File: src/rtl/cu_block_store.sv
module cu_block_store #(
  parameter int FRAMES = 192,
  parameter int RSV_WORDS = 5,
  parameter int AW = 7,
  parameter logic [AW-1:0] BASE = 7'h20
) (
  input  logic          clk,
  input  logic          rst_n,
  input  logic          sf_valid,
  input  logic          sf_chan_b,
  input  logic          sf_c,
  input  logic          sf_u,
  input  logic          sf_block_start,
  input  logic          copy_inhibit,
  input  logic          reserve_en,
  input  logic          one_byte,
  input  logic          pick_b,
  input  logic          read_user,
  input  logic          host_load,
  input  logic [AW-1:0] host_addr,
  input  logic          host_rd,
  input  logic          host_wr,
  input  logic [7:0]    host_wdata,
  output logic [7:0]    host_rdata,
  output logic          block_done
);
  localparam int NW = FRAMES / 8;
  localparam int FW = $clog2(FRAMES);
  localparam int PW = FW - 3;
  localparam logic [FW-1:0] LAST = FW'(FRAMES - 1);
  localparam logic [PW-1:0] LASTW = PW'(NW - 1);
  localparam logic [AW-1:0] NWA = AW'(NW);

  logic [7:0] d_ca [NW];
  logic [7:0] d_cb [NW];
  logic [7:0] d_ua [NW];
  logic [7:0] d_ub [NW];
  logic [7:0] e_ca [NW];
  logic [7:0] e_cb [NW];
  logic [7:0] e_ua [NW];
  logic [7:0] e_ub [NW];

  logic [FW-1:0] next_idx, a_idx;
  logic          copy_pend;
  logic [PW-1:0] ptr;
  logic          phase, ptr_ok;

  wire [FW-1:0]  cur      = sf_block_start ? '0 : next_idx;
  wire           do_copy  = copy_pend && !copy_inhibit;
  wire           two      = read_user || !one_byte;
  wire           sel_b    = two ? phase : pick_b;
  wire [AW-1:0]  off      = host_addr - BASE;
  wire           in_win   = off < NWA;
  wire           acc_rd   = host_rd && !host_load;
  wire           acc_wr   = host_wr && !host_rd && !host_load && ptr_ok;
  wire [PW-1:0]  ptr_nxt  = (ptr == LASTW) ? '0 : ptr + 1'b1;

  function automatic logic [7:0] ilv(input logic [7:0] a, input logic [7:0] b, input logic hi);
    logic [7:0] r;
    for (int i = 0; i < 4; i++) begin
      r[7-2*i] = hi ? a[7-i] : a[3-i];
      r[6-2*i] = hi ? b[7-i] : b[3-i];
    end
    return r;
  endfunction

  logic [7:0] rbyte;
  always_comb begin
    if (read_user) rbyte = ilv(e_ua[ptr], e_ub[ptr], !phase);
    else           rbyte = sel_b ? e_cb[ptr] : e_ca[ptr];
  end

  always_ff @(posedge clk) begin
    if (!rst_n) begin
      next_idx  <= '0;
      a_idx     <= '0;
      copy_pend <= 1'b0;
      for (int k = 0; k < NW; k++) begin
        d_ca[k] <= '0; d_cb[k] <= '0; d_ua[k] <= '0; d_ub[k] <= '0;
      end
    end else begin
      copy_pend <= sf_valid && sf_chan_b && (a_idx == LAST);
      if (sf_valid && !sf_chan_b) begin
        d_ca[cur[FW-1:3]][~cur[2:0]] <= sf_c;
        d_ua[cur[FW-1:3]][~cur[2:0]] <= sf_u;
        a_idx <= cur;
      end else if (sf_valid) begin
        d_cb[a_idx[FW-1:3]][~a_idx[2:0]] <= sf_c;
        d_ub[a_idx[FW-1:3]][~a_idx[2:0]] <= sf_u;
        next_idx <= (a_idx == LAST) ? '0 : a_idx + 1'b1;
      end
    end
  end

  always_ff @(posedge clk) begin
    if (!rst_n) begin
      block_done <= 1'b0;
      for (int k = 0; k < NW; k++) begin
        e_ca[k] <= '0; e_cb[k] <= '0; e_ua[k] <= '0; e_ub[k] <= '0;
      end
    end else begin
      block_done <= do_copy;
      if (do_copy) begin
        for (int k = 0; k < NW; k++) begin
          if (!(reserve_en && k < RSV_WORDS)) begin
            e_ca[k] <= d_ca[k];
            e_cb[k] <= d_cb[k];
          end
          e_ua[k] <= d_ua[k];
          e_ub[k] <= d_ub[k];
        end
      end
      if (acc_wr) begin
        if (sel_b) e_cb[ptr] <= host_wdata;
        else       e_ca[ptr] <= host_wdata;
      end
    end
  end

  always_ff @(posedge clk) begin
    if (!rst_n) begin
      ptr        <= '0;
      phase      <= 1'b0;
      ptr_ok     <= 1'b1;
      host_rdata <= '0;
    end else if (host_load) begin
      ptr_ok <= in_win;
      phase  <= 1'b0;
      if (in_win) ptr <= off[PW-1:0];
    end else if (acc_rd || acc_wr) begin
      if (acc_rd) host_rdata <= ptr_ok ? rbyte : 8'h00;
      if (ptr_ok) begin
        if (two) begin
          phase <= !phase;
          if (phase) ptr <= ptr_nxt;
        end else begin
          ptr <= ptr_nxt;
        end
      end
    end
  end
endmodule


File: config.mk
export PLATFORM = sky130hd
export DESIGN_NAME = cu_block_store
export DESIGN_NICKNAME = d
export VERILOG_FILES = /design/src/rtl/cu_block_store.sv
export SDC_FILE = /design/constraint.sdc
export NUM_CORES = 2
export LEC_CHECK = 0
export ABC_AREA = 0
export BUFFER_PORTS_ARGS = -buffer_cell sky130_fd_sc_hd__clkbuf_2
export CAP_MARGIN = 20
export CORE_MARGIN = 10
export CORE_UTILIZATION = 40
export DETAILED_ROUTE_END_ITERATION = 12
export PLACE_DENSITY = 0.63
export SLEW_MARGIN = 20
export SYNTH_ARGS = -nofsm -noshare
export SYNTH_HDL_FRONTEND = slang
export SYNTH_SLANG_ARGS = --single-unit
File: constraint.sdc
create_clock -name clk -period 12.5 [get_ports clk]
set_input_delay 2.5 -clock clk [delete_from_list [all_inputs] [get_ports clk]]
set_output_delay 2.5 -clock clk [all_outputs]
set_load 0.01 [all_outputs]
# Yosys cells after proc, flatten, opt, wreduce, memory -nomap -nowiden
# Memory sizes are Yosys's and may differ from the RTL's. A register that Yosys moved wholly into a read port is not among the register bits.
# Cells that the tools add are included.
[totals] register_bits=33 ramBits=1536 n_memories=8 wordCells=322
[memory_table] memory="d_ca" words=24 word_bits=8 rd=24 rd_ports_with_merged_regs=0 wr=24 line="34" text="logic [7:0] d_ca [NW];"
[memory_table] memory="d_cb" words=24 word_bits=8 rd=24 rd_ports_with_merged_regs=0 wr=24 line="35" text="logic [7:0] d_cb [NW];"
[memory_table] memory="d_ua" words=24 word_bits=8 rd=24 rd_ports_with_merged_regs=0 wr=24 line="36" text="logic [7:0] d_ua [NW];"
[memory_table] memory="d_ub" words=24 word_bits=8 rd=24 rd_ports_with_merged_regs=0 wr=24 line="37" text="logic [7:0] d_ub [NW];"
[memory_table] memory="e_ca" words=24 word_bits=8 rd=1 rd_ports_with_merged_regs=1 wr=25 line="38" text="logic [7:0] e_ca [NW];"
[memory_table] memory="e_cb" words=24 word_bits=8 rd=1 rd_ports_with_merged_regs=1 wr=25 line="39" text="logic [7:0] e_cb [NW];"
[memory_table] memory="+2 memories"
[classes] bitwise_logic=101 muxes=164 n_eq_ne=4 reduce_logical=29 magnitude_cmp=5 n_addsub=3
[op_table] op="8-bit two-way mux" count=111
[op_table] op="1-bit bitwise OR" count=96
[op_table] op="5-bit two-way mux" count=19
[op_table] op="1-bit two-way mux" count=32
[op_table] op="8-bit OR reduction" count=4
[op_table] op="1-bit logical AND" count=10
[op_table] op="8-bit by 1-bit adder with 8-bit output, second input constant" count=1
[op_table] op="8-bit == test, second input constant" count=1
[op_table] op="3-bit by 4-bit less-than comparator with 1-bit output, second input constant" count=2
[op_table] op="7-bit by 5-bit less-than comparator with 1-bit output, second input constant" count=1
[op_table] op="7-bit by 6-bit subtractor with 7-bit output, second input constant" count=1
[op_table] op="1-bit demux with 3-bit select" count=2
[op_table] op="3-bit by 1-bit greater-or-equal comparator with 1-bit output, second input constant" count=2
[op_table] op="1-bit zero test" count=6
[op_table] op="3-bit inverter" count=2
[op_table] op="3-bit AND reduction" count=2
[op_table] op="5-bit by 1-bit adder with 5-bit output, second input constant" count=1
[op_table] op="5-bit == test, second input constant" count=1
[op_table] op="4-bit AND reduction" count=1
[op_table] op="2-bit nonzero test" count=2
[op_table] op="3-bit != test, second input constant" count=1
[op_table] op="1-bit inverter" count=3
[op_table] op="1-bit logical OR" count=2
[op_table] op="2-bit by 1-bit != test with 1-bit output, second input constant" count=1
[op_table] op="other kinds (2)" count=2

# Logic depth before layout (Yosys ltp)
[logic_depth] word_depth=9 ltp_mapped=10

# Least setup slack after synthesis
# No wires, ideal clock.
[synth_path] kind="input-to-reg" from="input copy_inhibit" to="memory e_ua[0][0], enable pin" setup_ns=0.731 t_arrival_ns=10.398 path_stages=4 t_required_ns=11.769 path_buffers=1 path_slack_ns=1.370 cell_sequence="nand2b_1 -> and2_1 -> buf_1 -> inv_1"
[synth_lines] item="from (decl)" line="14" text="input logic copy_inhibit,"
[synth_lines] item="to (decl)" line="40" text="logic [7:0] e_ua [NW];"

==> summary.md <==
| Metric | Value |
|---|---|
| Synthesis-to-finish area growth | 10.5% |
| Wire per inst | 26.4 um |
| Post-Route M1 WL | between 80000 and 90000 um |
| Area contributors post-synth | edfxtp_1 (67%), o21ai_0 (5.5%), mux4_2 (5.1%), nand2_1 (4.9%), nor2_1 (4.6%) |
| Tightest Pin Transition | 1.23 ns |
| I/O Pins | 39 |
| Fmax | between 150 and 200 MHz |
| Largest net degree at the start of global routing | around 220 |
| Final TNS setup | 0 ns |
| Initial DRC Count | about 6700 |
| Synth cell types | slightly above 50 |
| Required time of the critical path | 13.00 ns |
| PD cells | 152 nW/um^2 |
| Hold Buf Count CTS | 0 |
| Register area | between 50000 and 60000 um^2 |
| Max capacitance violation total | 0 |
| Clk root buf | clkbuf_16 |
| Final max-slew violation count | 0 |
| Gp weighted congestion | 0.932 |
| Met2 wire len | between 100000 and 150000 um |
| Fin crit share | between 40% and 50% |
| Reg clk slew, reported paths | 0.07 ns |
| Clk buf depth | 3 |
| Met3 wire length | between 20000 and 25000 um |
| Worst skew pair latency | between 0.8 and 0.9 ns |
| Cell taking the most area after synthesis | edfxtp_1 |
| Vias/cell | between 5 and 6 |
| TritonRoute pass-1 iters | 9 |
| Final min period | roughly 5.6 ns |
| CTS Buf Count | between 150 and 200 |
| Die H | 451 um |
| Asr flop ratio synth | 0% |
| Post-CTS Setup Repair Bufs | 0 |
| Cell count after synthesis | 6010 |
| H-tree lvl count | 4 |
| Area of the core | 185000 um^2 |
| Mean Syn Cell Area | 12.4 um^2 |
| Setup Crit Path Kind | input port to flip-flop |
| Number of synthesized flops with an enable pin | 1664 |
| Rel. slew slack | around 18% |
| Critical Path End Type | flip-flop |
| Fin. Hold Viols | 0 |
| Final antenna-violating net count | 0 |
| Die width | 451 um |
| First-pass GRT wire length | 319000 um |
| Worst vdd ir | 0.129 mV |
| Gr ovfl total | 0 |
| Initial Util | roughly two fifths |
| Worst EP arrival | 6.11 ns |
| Initial antenna violation count | 10 |
| Multi-input gate area | 21700 um^2 |
| Hold WC Path Type | flip-flop to flip-flop |
| Outcome | finished, final reports clean |
| Commonest non-fill, non-tap cell in the layout | edfxtp_1 |
| Synth Register Bits | 1702 |
| Fill cells | 16600 |
| Post-Syn Area | 74400 um^2 |
| Vias in the first global route | 46000 |
| Die area | a little over 200000 um^2 |
| Clock Sinks | 1702 |
| CTS resizes | 0 |
| Post-route total power | 0.0125 W |
| Seq/Total Area, Yosys | about two thirds |
| IO Port Bufs | 38 |
| Clock skew | 0.0311 ns |
| Nets | 5849 |
| RSZ-0062 raised after global routing | no |
| Synth warn | 0 |
| Tot GR Track Use | a little over a fifth |
| DR top layer | met4 |
| Critical Path Fanout Max | 30 |
| Primary FF master, synth | edfxtp_1 |
| Vias | slightly below 50000 |
| Startpoint types | input port |
| Final setup viols | 0 |
| DRC | 0 |
| Site Rows | 158 |
| Commonest non-fill, non-tap cells in the layout | edfxtp_1 (1664), nand2_1 (949), nor2_1 (899) |
| Layout cells sized above 1 | about 11% |
| Post-DP HPWL | about 140000 um |
| Syn Nets | 6045 |
| Leak pwr | 25.8 nW |
| CTS tree | yes |
| Drt total wl | around 220000 um |
| Area fraction of the dominant cell type after synthesis | 67.2% |
==> critical path: stages <==
cell	delay [ns]
clkbuf_2	0.21
nor2b_1	0.43
mux2i_4	0.85
nand3_2	0.76
nor2_1	1.06
o21ai_0	0.27
==> cells in the mapped netlist, types with 9 or more instances <==
cell type     n
or3_1        13
clkbuf_1    407
nand3_1      36
o21ai_1      12
nand3b_1      9
nand2b_1     20
and2_1      390
mux2_2       34
nand2_1     963
mux4_2      168
mux2i_1     146
dfxtp_1      38
a211oi_1     24
a22oi_1      31
a21oi_1      41
nor2_2       17
buf_2        83
nor2b_1      17
o21ai_0     817
nor2_1      910
inv_1         9
buf_1        18
o22ai_1      23
nor3_1       20
edfxtp_1   1664
==> kinds of logic (layout without fill, tap and decap cells) <==
| group | Yosys count | in the layout | synth area share, % |
|---|---|---|---|
| xor gates and xnor gates | 6 | 6 | 0.0707 |
| DFF | 1702 | 1702 | 68.2 |
| AOI/OAI and AO/OA | 996 | 996 | 7.17 |
| muxes | 348 | 348 | 7.57 |
| buffers and inverters | 522 | 461 | 2.79 |
| and+or+nand+nor | 2431 | 2431 | 14.1 |
| other | 0 | 6 | 0 |
| adders and majority gates | 5 | 5 | 0.0841 |
==> per-stage QoR <==
step / util, % / hold slack [ns] / cells / setup WS, ns / area, um^2
6_report: 44.3 / 0.501 / 8435 / 6.89 / 82200
5_1_grt: 44.3 / 0.510 / 8433 / 6.75 / 82100
4_1_cts: 44.3 / 0.505 / 8424 / 6.72 / 82000
3_5_place_dp: 41.3 / 0.502 / 8119 / 5.88 / 76600
3_3_place_gp: 41.3 / 0.498 / 8116 / 6.02 / 76600
2_1_floorplan: - / 0.497 / 6010 / 1.37 / 74400
==> worst paths after layout <==
kind	startpoint	endpoint	slack, ns	cells past startpoint
hold reg to reg	d_ub[17][0]	e_ub[17][0]	0.50	1
setup reg to reg	flip-flop	host_rdata[0]	7.93	9
hold / removal	d_ub[17][0]	e_ub[17][0]	0.50	1
setup / recovery	one_byte	e_ca[0][1]	6.89	6
==> report_power, final <==
| part | switching [W] | internal [W] | total, W | leakage (nW) |
|---|---|---|---|---|
| sequential | 0.0000929 | 0.00647 | 0.00656 | 17.0 |
| combinational | 0.000554 | 0.000229 | 0.000783 | 6.20 |
| clock | 0.00219 | 0.00291 | 0.00511 | 2.64 |
==> final cells by class <==
type / instances / share of cell area (%)
inverter: 10 / 0.0548
multi-input combinational: 3786 / 26.4
timing repair buffer: 146 / 1.35
sequential: 1702 / 61.8
tap: 2480 / 3.78
clock buffer: 207 / 5.45
antenna: 6 / 0.0183
clock inverter: 98 / 1.18
==> sequential cells by signal (all words and copies together), names as in the netlist, 192 cells and up, named ones only <==
name	count
e_ca	256
e_cb	256
d_ca	192
d_cb	192
d_ua	192
d_ub	192
e_ua	192
e_ub	192
==> per-layer routing <==
metal | vias up | global-route usage, %
met1 | 24100 | 28.5
li1 | 21100 | -
met5 | - | 0
met2 | 2699 | 33.4
met4 | 0 | 9.53
met3 | 478 | 4.04
Power figures use the tool's default switching activity.
